<file path="src/rtl/intc_pkg.sv">
package intc_pkg;
   typedef enum logic [1:0] {
      WIN_NONE = 2'd0,
      WIN_NMI  = 2'd1,
      WIN_BRK  = 2'd2,
      WIN_SRC  = 2'd3
   } win_kind_e;
endpackage

</file>
<file path="src/rtl/intc_first_set.sv">
module intc_first_set #(
   parameter int W  = 8,
   parameter int IW = 3
) (
   input  logic [W-1:0]  vec_i,
   output logic          hit_o,
   output logic [IW-1:0] idx_o
);
   always_comb begin
      hit_o = |vec_i;
      idx_o = '0;
      for (int i = W - 1; i >= 0; i--) begin
         if (vec_i[i]) idx_o = IW'(i);
      end
   end
endmodule

</file>
<file path="src/rtl/intc_select.sv">
module intc_select
   import intc_pkg::*;
#(
   parameter int N  = 8,
   parameter int IW = 3
) (
   input  logic [N-1:0]  pend_i,
   input  logic [N-1:0]  lvl_i,
   input  logic          nmi_i,
   input  logic          brk_i,
   input  logic          mask_i,
   output win_kind_e     kind_o,
   output logic [IW-1:0] idx_o
);
   logic [N-1:0]  hi_vec, lo_vec;
   logic          hi_hit, lo_hit;
   logic [IW-1:0] hi_idx, lo_idx;

   assign hi_vec = pend_i & lvl_i;
   assign lo_vec = pend_i & ~lvl_i;

   intc_first_set #(.W(N), .IW(IW)) i_hi (.vec_i(hi_vec), .hit_o(hi_hit), .idx_o(hi_idx));
   intc_first_set #(.W(N), .IW(IW)) i_lo (.vec_i(lo_vec), .hit_o(lo_hit), .idx_o(lo_idx));

   always_comb begin
      kind_o = WIN_NONE;
      idx_o  = '0;
      if (nmi_i) begin
         kind_o = WIN_NMI;
      end else if (brk_i) begin
         kind_o = WIN_BRK;
      end else if (!mask_i && hi_hit) begin
         kind_o = WIN_SRC;
         idx_o  = hi_idx;
      end else if (!mask_i && lo_hit) begin
         kind_o = WIN_SRC;
         idx_o  = lo_idx;
      end
   end
endmodule

</file>
<file path="src/rtl/intc_vector.sv">
module intc_vector
   import intc_pkg::*;
#(
   parameter int          IW       = 3,
   parameter int          VW       = 16,
   parameter int unsigned NMI_VEC  = 32'h1C,
   parameter int unsigned BRK_VEC  = 32'h20,
   parameter int unsigned SRC_BASE = 32'h40
) (
   input  win_kind_e     kind_i,
   input  logic [IW-1:0] idx_i,
   output logic [VW-1:0] vec_o
);
   always_comb begin
      unique case (kind_i)
         WIN_NMI: vec_o = VW'(NMI_VEC);
         WIN_BRK: vec_o = VW'(BRK_VEC);
         WIN_SRC: vec_o = VW'(SRC_BASE) + (VW'(idx_i) << 2);
         default: vec_o = '0;
      endcase
   end
endmodule

</file>
<file path="src/rtl/intc_two_level.sv">
module intc_two_level
   import intc_pkg::*;
#(
   parameter int          N        = 8,
   parameter int          VW       = 16,
   parameter int unsigned NMI_VEC  = 32'h1C,
   parameter int unsigned BRK_VEC  = 32'h20,
   parameter int unsigned SRC_BASE = 32'h40
) (
   input  logic          clk_i,
   input  logic          rst_ni,
   input  logic [N-1:0]  req_i,
   input  logic [N-1:0]  en_i,
   input  logic [N-1:0]  lvl_i,
   input  logic          nmi_i,
   input  logic          brk_i,
   input  logic          mask_i,
   input  logic          boundary_i,
   input  logic [1:0]    mode_i,
   output logic          irq_o,
   output logic          set_mask_o,
   output logic [VW-1:0] vector_o,
   output logic [N-1:0]  ack_o,
   output logic          nmi_ack_o,
   output logic          brk_ack_o
);
   localparam int IW = (N > 1) ? $clog2(N) : 1;
   localparam longint TOP_VEC = longint'(SRC_BASE) + 64'(4 * (N - 1));

   if (N < 1 || N > 64) begin : g_bad_n
      $error("intc_two_level: N must lie in 1..64");
   end
   if (VW < 2 || VW > 32) begin : g_bad_vw
      $error("intc_two_level: VW must lie in 2..32");
   end
   if (TOP_VEC >= (64'd1 << VW) || longint'(NMI_VEC) >= (64'd1 << VW)
       || longint'(BRK_VEC) >= (64'd1 << VW)) begin : g_bad_vec
      $error("intc_two_level: vector addresses do not fit in VW bits");
   end

   logic [N-1:0]  pend;
   logic [N-1:0]  ack_d;
   win_kind_e     kind;
   logic [IW-1:0] idx;
   logic [VW-1:0] vec_d;
   logic          accept;
   logic          irq_q;
   logic [VW-1:0] vec_q;
   logic [N-1:0]  ack_q;
   logic          nmi_q, brk_q;

   for (genvar i = 0; i < N; i++) begin : g_src
      assign pend[i]  = req_i[i] & en_i[i];
      assign ack_d[i] = accept && (kind == WIN_SRC) && (idx == IW'(i));
   end

   intc_select #(.N(N), .IW(IW)) i_select (
      .pend_i (pend),
      .lvl_i  (lvl_i),
      .nmi_i  (nmi_i),
      .brk_i  (brk_i),
      .mask_i (mask_i),
      .kind_o (kind),
      .idx_o  (idx)
   );

   intc_vector #(
      .IW(IW), .VW(VW), .NMI_VEC(NMI_VEC), .BRK_VEC(BRK_VEC), .SRC_BASE(SRC_BASE)
   ) i_vector (
      .kind_i (kind),
      .idx_i  (idx),
      .vec_o  (vec_d)
   );

   // irq_q stands for the mask bit that the CPU sets at the end of this cycle.
   assign accept = boundary_i && (mode_i == 2'b00) && !irq_q && (kind != WIN_NONE);

   always_ff @(posedge clk_i or negedge rst_ni) begin
      if (!rst_ni) begin
         irq_q <= 1'b0;
         vec_q <= '0;
         ack_q <= '0;
         nmi_q <= 1'b0;
         brk_q <= 1'b0;
      end else begin
         irq_q <= accept;
         ack_q <= ack_d;
         nmi_q <= accept && (kind == WIN_NMI);
         brk_q <= accept && (kind == WIN_BRK);
         if (accept) vec_q <= vec_d;
      end
   end

   assign irq_o      = irq_q;
   assign set_mask_o = irq_q;
   assign vector_o   = vec_q;
   assign ack_o      = ack_q;
   assign nmi_ack_o  = nmi_q;
   assign brk_ack_o  = brk_q;
endmodule

</file>
<file path="config.mk">
export PLATFORM = sky130hd
export DESIGN_NAME = intc_two_level
export DESIGN_NICKNAME = d
export VERILOG_FILES = /design/src/rtl/intc_pkg.sv /design/src/rtl/intc_first_set.sv /design/src/rtl/intc_select.sv /design/src/rtl/intc_vector.sv /design/src/rtl/intc_two_level.sv
export SDC_FILE = /design/constraint.sdc
export NUM_CORES = 1
export LEC_CHECK = 0
export BUFFER_PORTS_ARGS = -buffer_cell sky130_fd_sc_hd__buf_2
export CAP_MARGIN = 0
export CORE_MARGIN = 2
export CORE_UTILIZATION = 48
export CTS_CLUSTER_DIAMETER = 200
export DETAILED_ROUTE_END_ITERATION = 10
export GPL_TIMING_DRIVEN = 0
export PLACE_DENSITY = 0.84
export SYNTH_ARGS = -nofsm -noshare
export SYNTH_HDL_FRONTEND = slang
export SYNTH_SLANG_ARGS = --single-unit
</file>
<file path="constraint.sdc">
create_clock -name clk_i -period 5 [get_ports clk_i]
set_input_delay 0.75 -clock clk_i [delete_from_list [all_inputs] [get_ports clk_i]]
set_output_delay 0.75 -clock clk_i [all_outputs]
set_load 0.02 [all_outputs]
</file>
Word-level counts from Yosys, hierarchy flattened
Cells that the tools add are included.

Reduce and logical (&&, ||, !) cells: 23. Bitwise logic cells: 11. $lt $le $gt $ge: 0. Divide/modulo/power cells: 0. Shift operators: 0. Equal/unequal tests: 10. Mux-type cells: 25. Add/subtract/negate cells: 1. Multiply operators: 0.

Operators with widths (count): 3-bit two-way mux (20); 16-bit one-hot mux with 3 select lines (1); 8-bit bitwise AND (2); 1-bit logical AND (16); 8-bit OR reduction (2); 3-bit equality test, second input constant (4); 7-bit by 5-bit adder with 8-bit output, first input constant (1); 1-bit bitwise AND (8); 2-bit two-way mux (4); 8-bit NOT (1); 3-bit by 2-bit equality test with 1-bit output, second input constant (2); 2-bit equality test, second input constant (2); 3-bit by 1-bit equality test with 1-bit output, second input constant (1); 3-bit logical NOT (1); 2-bit by 1-bit equality test with 1-bit output, second input constant (1); 1-bit logical NOT (2); 2-bit logical NOT (1); 2-bit nonzero test (1).

Logic and storage cells: 75. Bits in registers: 27. Memories kept: 0. Memory bits (writable): 0. Input port bits: 32. Memory bits (read-only): 0. Bits in latches: 0.

Depth between registers and ports, before layout
Gate-level depths: netlist of run 1.

Depth after elaboration: 16. Mapped depth: 6. Depth with buffers taken out: 6.

By module
A second synthesis of run 1 with hierarchy kept.

Cell total of the unflattened synthesis: 149. Area, all modules: 1599.0 sq um.

By module, submodules not included: intc_two_level (sequential area each 675.6 sq um, instances 1, area each 1093.5 sq um, cells each 71); intc_select (sequential area each 0.0 sq um, instances 1, area each 202.7 sq um, cells each 32); intc_first_set (sequential area each 0.0 sq um, instances 2, area each 81.3 sq um, cells each 13); intc_vector (sequential area each 0.0 sq um, instances 1, area each 140.1 sq um, cells each 20).

Worst setup path after synthesis of run 1
No wires, ideal clock.

Kind: input-to-reg. Start point: input mode_i[1]. End point: register ack_q[3], in the netlist ack_o[3]. Data required time: 4.927 ns. Slack: 2.928 ns. Stages: 5. Library setup time: 0.073 ns. Buffers on the path: 1. Arrival: 1.999 ns. Path through: or4b_4 -> buf_6 -> nor3_4 -> or3b_1 -> nor2_1.

Cells in the longest elaborated chain, start to end: 6.

Ends and longest elaborated chain: start, declared (line intc_two_level.sv:19) `input logic [1:0] mode_i,`; 2-bit logical NOT (line intc_two_level.sv:76) `assign accept = boundary_i && (mode_i == 2'b00) && !irq_q && (kind != WIN_NONE);`; 1-bit logical AND (3 in series) (line intc_two_level.sv:76); 1-bit logical AND (2 in series) (line intc_two_level.sv:54) `assign ack_d[i] = accept && (kind == WIN_SRC) && (idx == IW'(i));`; via ack_d[3] (line intc_two_level.sv:42) `logic [N-1:0] ack_d;`; end signal, assigned (line intc_two_level.sv:87) `ack_q <= ack_d;`; end, declared (line intc_two_level.sv:49) `logic [N-1:0] ack_q;`.

The timed path passes the listed nets, and every way through them passes these cells. A chain may end at the register's enable or synchronous reset.

Worst setup path after layout of run 1
Start point: input brk_i. End point: register ack_q[2], in the netlist ack_o[2].

Cells in the longest elaborated chain, start to end: 6. Elaborated cells on any way between the ends: 10. Classes of those cells: eq/ne (2); mux (4); reduce/logical (4).

Ends and longest elaborated chain: start, declared (line intc_two_level.sv:16) `input logic brk_i,`; 2-bit two-way mux (line intc_select.sv:30) `end else if (brk_i) begin`; 2-bit two-way mux (line intc_select.sv:28) `if (nmi_i) begin`; 2-bit nonzero test (line intc_two_level.sv:76); 1-bit logical AND (line intc_two_level.sv:76); 1-bit logical AND (line intc_two_level.sv:54); 1-bit logical AND (*) (line intc_two_level.sv:54); via ack_d[2] (line intc_two_level.sv:42).

The timed path passes the listed nets; every way through them passes the cells marked *.

==> flow_summary.json, run 1 <==
{
  "path_cells": "buf_2, nor2_1, o2111ai_1, a31oi_1, mux2i_1, or3b_1, nor2_1",
  "htreeDepth": 1,
  "min_path_type": "in -> async",
  "regArea_sq_um": 400.4,
  "initial_core_util_pct": 51.32,
  "cts_num_sinks": 16,
  "ys_seq_area_share_pct": 34.93,
  "diodes": 0,
  "synth_top_cell_area_share_pct": 34.93,
  "synth_area_leaders": "dfrtp_1, buf_4, nand3_2",
  "numCtsBuffers": 3,
  "grt_start_max_net_pins": 17,
  "post_cts_resized": 0,
  "min_period_ps": 2107,
  "final_util_pct": 66.95,
  "grt_usage_pct": 19.00,
  "max_freq_mhz": 474.7,
  "path_clk_slew_ps": 90,
  "ant_nets": 0,
  "routed_wl_mm": 2.376,
  "cts_tree": "built",
  "cp_data_arrival_time_ps": 2310,
  "yosysMostFrequentCell": "dfrtp_1",
  "grt-ovfl-total": 0,
  "required_ps": 5210,
  "powerDensity_nw_per_um2": 222.9,
  "pin_count": 60,
  "peakVddDrop_mv": 0.1450,
  "wl_per_cell_um": 11.59,
  "skew_ps": 10.09,
  "drtIter0Drc": 9,
  "fin_ws_ps": 2893,
  "synth_area_per_cell_sq_um": 9.966,
  "crit_path_top_delay_cell": "nor2_1",
  "synthToLayoutAreaGrowth_pct": 30.46,
  "hpwlAfterDp_mm": 2.054,
  "multiInputGateArea_sq_um": 666.9,
  "finalSetupTns_ps": 0,
  "synth_enable_flop_cells": 0,
  "synth_seq_cells": 16,
  "ff2ff_path_depth": 5,
  "hold_buffers": 0,
  "cpMostUsedCell": "nor2_1",
  "rsz0062_at_grt": "no",
  "cts-root-buf": "clkbuf_4",
  "ys.flop_type": "dfrtp_1",
  "p_leak_nw": 0.7761,
  "die_x_um": 52.87,
  "antenna_found_initial": 0,
  "die_h_um": 52.87,
  "vias": 1067,
  "finalHoldViolations": 0,
  "grt_pass1_wl_mm": 3.981,
  "insertion_delay_ps": 280,
  "fp.dieArea_sq_um": 2795,
  "yosysWarnings": 0,
  "finalSetupViolations": 0,
  "cts.path.max_buffers": 2,
  "syn_inst": 115,
  "yosys.area.top_type": "dfrtp_1",
  "coreArea_sq_um": 2233,
  "grt_pass1_vias": 969,
  "dr.pass1.iters": 4,
  "r2r-end": "ack_o[2]",
  "io_buffers": 48,
  "vias_per_cell": 5.205,
  "crit_fanout": 6,
  "synth.lib_cells_used.distinct": 39,
  "r2r_start": "irq_o",
  "drv_cap": 0,
  "slew_viol_final": 0,
  "status": "completed",
  "min_period_over_period_pct": 42.13,
  "drive_above_1_share_pct": 48.02,
  "end_kind": "flip-flop",
  "dpl_worst_slack_ps": 2605,
  "fin_nets": 210,
  "r2r_setup_slack_ps": 3240,
  "cts_setup_buffers": 0,
  "critPathKind": "in -> reg",
  "drc": 0,
  "start_kind": "primary input",
  "rows": 17,
  "synth_common_cells": "dfrtp_1, nor2_1, buf_4, nand3_2, nand3b_1",
  "synth_area_sq_um": 1146,
  "slowest_delay_ps": 400,
  "ys_async_sr_fraction_pct": 100.0,
  "fillCellCount": 202,
  "crit_start": "brk_i",
  "gp_congestion": 0.8647
}
[cell type report]
| type | count | area share (%) |
|---|---|---|
| well taps | 28 | 2.343 |
| multi-input cells | 92 | 44.60 |
| inverters | 4 | 1.004 |
| repair buffers | 48 | 16.07 |
| flip-flops and latches | 16 | 26.78 |
| plain buffers | 13 | 6.778 |
| clock buffers | 4 | 2.427 |
[flip-flops by register name (all words and copies together) (netlist names)]
register	count
ack_o	8
vector_o	5
brk_ack_o	1
irq_o	1
nmi_ack_o	1
[kinds of logic after synthesis]
| family | share of synthesized area [%] |
|---|---|
| buffers and inverters | 10.15 |
| AND/OR/NAND/NOR | 35.26 |
| other | 0.3272 |
| multiplexers | 0.8734 |
| AO/OA/AOI/OAI | 18.45 |
| flip-flops | 34.93 |
[metrics by stage]
stage / total power [W] / instances / hold slack, ps / cell area (sq um)
final: 0.0003333 / 205 / 345.8 / 1495
after global routing: 0.0003543 / 205 / 371.5 / 1495
after floorplan: 0.0002158 / 125 / 454.4 / 1184
after global placement: 0.0002501 / 201 / 470.5 / 1459
after detailed placement: 0.0002536 / 201 / 471.7 / 1459
after CTS: 0.0003348 / 205 / 359.4 / 1495
[worst max-delay path: cells and delay by family]
| kind | cells | cell delay, ps |
|---|---|---|
| buffers and inverters | 1 | 130 |
| AO/OA/AOI/OAI | 2 | 370 |
| AND/OR/NAND/NOR | 3 | 900 |
| multiplexers | 1 | 160 |
[how the worst max path moves through the flow]
stage	end	slack (ps)	cells past startpoint
2_1_floorplan	ack_o[3]	2930	5
3_3_place_gp	ack_o[2]	2630	7
3_5_place_dp	ack_o[2]	2610	7
4_1_cts	ack_o[2]	2880	7
5_1_grt	ack_o[2]	2670	7
6_report	ack_o[2]	2890	7
[power by group]
group          internal [W]  switching, W
combinational     0.0000443     0.0000635
sequential         0.000138    0.00000452
clock             0.0000443     0.0000384
total              0.000227      0.000106
[layer usage]
metal	up-vias	GRT usage [%]	part of all wire [%]
met3	5	0.8475	6.3
met1	486	22.50	40
li1	531	-	-
met4	0	8.974	2.0
met5	-	0	0
met2	45	34.79	52
[placed cells by master (no fill, tap or decap), drive strengths merged, types with 2 or more instances in the layout]
cell type / n
a31oi: 5
nor3b: 2
o2111ai: 2
nor2b: 2
o21ai: 4
o211ai: 2
clkbuf: 4
nand4: 4
conb: 11
nand3: 10
dfrtp: 16
nor3: 4
a21oi: 4
nand3b: 9
nand2: 2
nor2: 13
buf: 61
and3b: 2
and3: 3
inv: 4
Note: power is estimated with default switching activity, not from simulation.
==> inputs of run 2 (changes only) <==
CORE_UTILIZATION = 45   (was 48)
PLACE_DENSITY = 0.8   (was 0.84)
clock period = 2.05 ns   (was 5 ns; I/O delays follow)
==> run 2 against run 1 <==
Compared with the run above: power is 150% higher; setup slack worse by 2600 ps; wire length is 9.2% higher; largest cell class unchanged.
==> flow_summary.json, run 2 (synthesis gave the netlist of run 1 again) <==
{
  "rsz0062_at_grt": "no",
  "path_clk_slew_ps": 90,
  "grt-ovfl-total": 0,
  "largest_reg_flops": 8,
  "grt_pass1_vias": 994,
  "pin_count": 60,
  "hold_slack_ps": 250.5,
  "min_path_type": "in -> reg",
  "htreeDepth": 1,
  "end_kind": "flip-flop",
  "diodes": 0,
  "rows": 18,
  "fp.dieArea_sq_um": 2966,
  "layout_common_cells": "buf_2, dfrtp_1, nor2_1, buf_4, conb_1",
  "status": "completed",
  "die_h_um": 54.47,
  "synthToLayoutAreaGrowth_pct": 31.55,
  "skew_ps": 3.901,
  "start_kind": "flip-flop",
  "finalSetupTns_ps": 0,
  "cts_setup_buffers": 0,
  "fin_nets": 211,
  "antenna_found_initial": 0,
  "required_ps": 2270,
  "drc": 0,
  "vias": 1109,
  "coreArea_sq_um": 2455,
  "dr.pass1.iters": 4,
  "finalSetupViolations": 0,
  "drtIter0Drc": 30,
  "final_common_cell": "buf_2",
  "slew_viol_final": 0,
  "p_leak_nw": 0.7803,
  "finalHoldViolations": 0,
  "io_buffers": 48,
  "crit_path_top_delay_cell": "or4b_4",
  "slowest_delay_ps": 490,
  "grt_usage_pct": 19.45,
  "critPathKind": "reg -> reg",
  "grt_pass1_wl_mm": 4.209,
  "cp_data_arrival_time_ps": 1960,
  "crit_fanout": 8,
  "cts_tree": "built",
  "die_x_um": 54.47,
  "min_period_over_period_pct": 85.32,
  "insertion_delay_ps": 280,
  "gp_congestion": 0.7920,
  "path_cells": "or4b_4, buf_6, nor3_4, or3b_1, nor2_1",
  "hpwlAfterDp_mm": 2.164,
  "max_slew_margin_pct": 66.15,
  "min_period_ps": 1749,
  "max_freq_mhz": 571.7,
  "peakVddDrop_mv": 0.3933,
  "initial_core_util_pct": 46.69,
  "cts_num_sinks": 16,
  "cts-root-buf": "clkbuf_4",
  "tightestPinTransition_ps": 506.0,
  "grt_start_max_net_pins": 17,
  "wl_per_cell_um": 12.48,
  "powerDensity_nw_per_um2": 544.6,
  "cts.path.max_buffers": 2,
  "drive_above_1_share_pct": 47.75,
  "routed_wl_mm": 2.595,
  "ant_nets": 0,
  "vias_per_cell": 5.332,
  "numCtsBuffers": 3,
  "drv_cap": 0
}
[run 2: cell count changes in the layout (fill, tap and decap cells not counted), sizes merged]
cell         delta
dlygate4sd3     +1
[run 2: final timing paths]
path | start | to | slack [ps] | depth (start not counted)
min reg2reg | vector_o[5] | vector_o[5] | 530 | 2
max | irq_o | ack_o[3] | 300 | 5
max in group asynchronous | rst_ni | ack_o[4] | 1350 | 2
min in group asynchronous | rst_ni | brk_ack_o | 450 | 2
min | nmi_i | brk_ack_o | 250 | 2
max reg2reg | irq_o | ack_o[3] | 300 | 5
[run 2: final cells by class]
| class | instances | area (sq um) |
|---|---|---|
| Multi-Input combinational cell | 92 | 666.9 |
| Inverter | 4 | 15.01 |
| Buffer | 13 | 101.3 |
| Timing Repair Buffer | 49 | 250.2 |
| Fill cell | 232 | 947.2 |
| Sequential cell | 16 | 400.4 |
| Clock buffer | 4 | 36.28 |
| Tap cell | 30 | 37.54 |
[run 2: stage by stage]
step / cell area [sq um] / setup slack (ps) / util (%) / power, W / std cells
final: 1508 / 300.9 / 61.42 / 0.0008211 / 208
after global routing: 1508 / 208.6 / 61.42 / 0.0008666 / 208
after CTS: 1508 / 291.1 / 61.42 / 0.0008252 / 208
after detailed placement: 1461 / 122.3 / 59.53 / 0.0006212 / 203
after global placement: 1461 / 130.2 / 59.53 / 0.0006121 / 203
after floorplan: 1184 / 301.9 / - / 0.0005263 / 125
[run 2: worst max-delay path: cells and delay by family, from the launching register on]
kind,cells,cell delay [ps]
buffers and inverters,1,150
DFF,1,400
and+or+nand+nor,4,1120
[run 2: where the power goes]
group | internal (W) | switching (W) | total [W]
combinational | 0.000109 | 0.000158 | 0.000267
clock | 0.000108 | 0.0000960 | 0.000204
sequential | 0.000337 | 0.0000123 | 0.000350
[run 2: timing repair]
item	4_1_cts	5_1_grt
hold buffers	1	0
resized for setup	0	0
hold endpoints to repair	16	0
[run 2: per-layer routing]
layer	GRT usage (%)	part of all wire (%)	up-vias
met2	36.14	53	54
met1	21.64	39	516
met4	8.333	1.2	0
met3	3.005	7.6	5
met5	0	0	-
li1	-	-	534
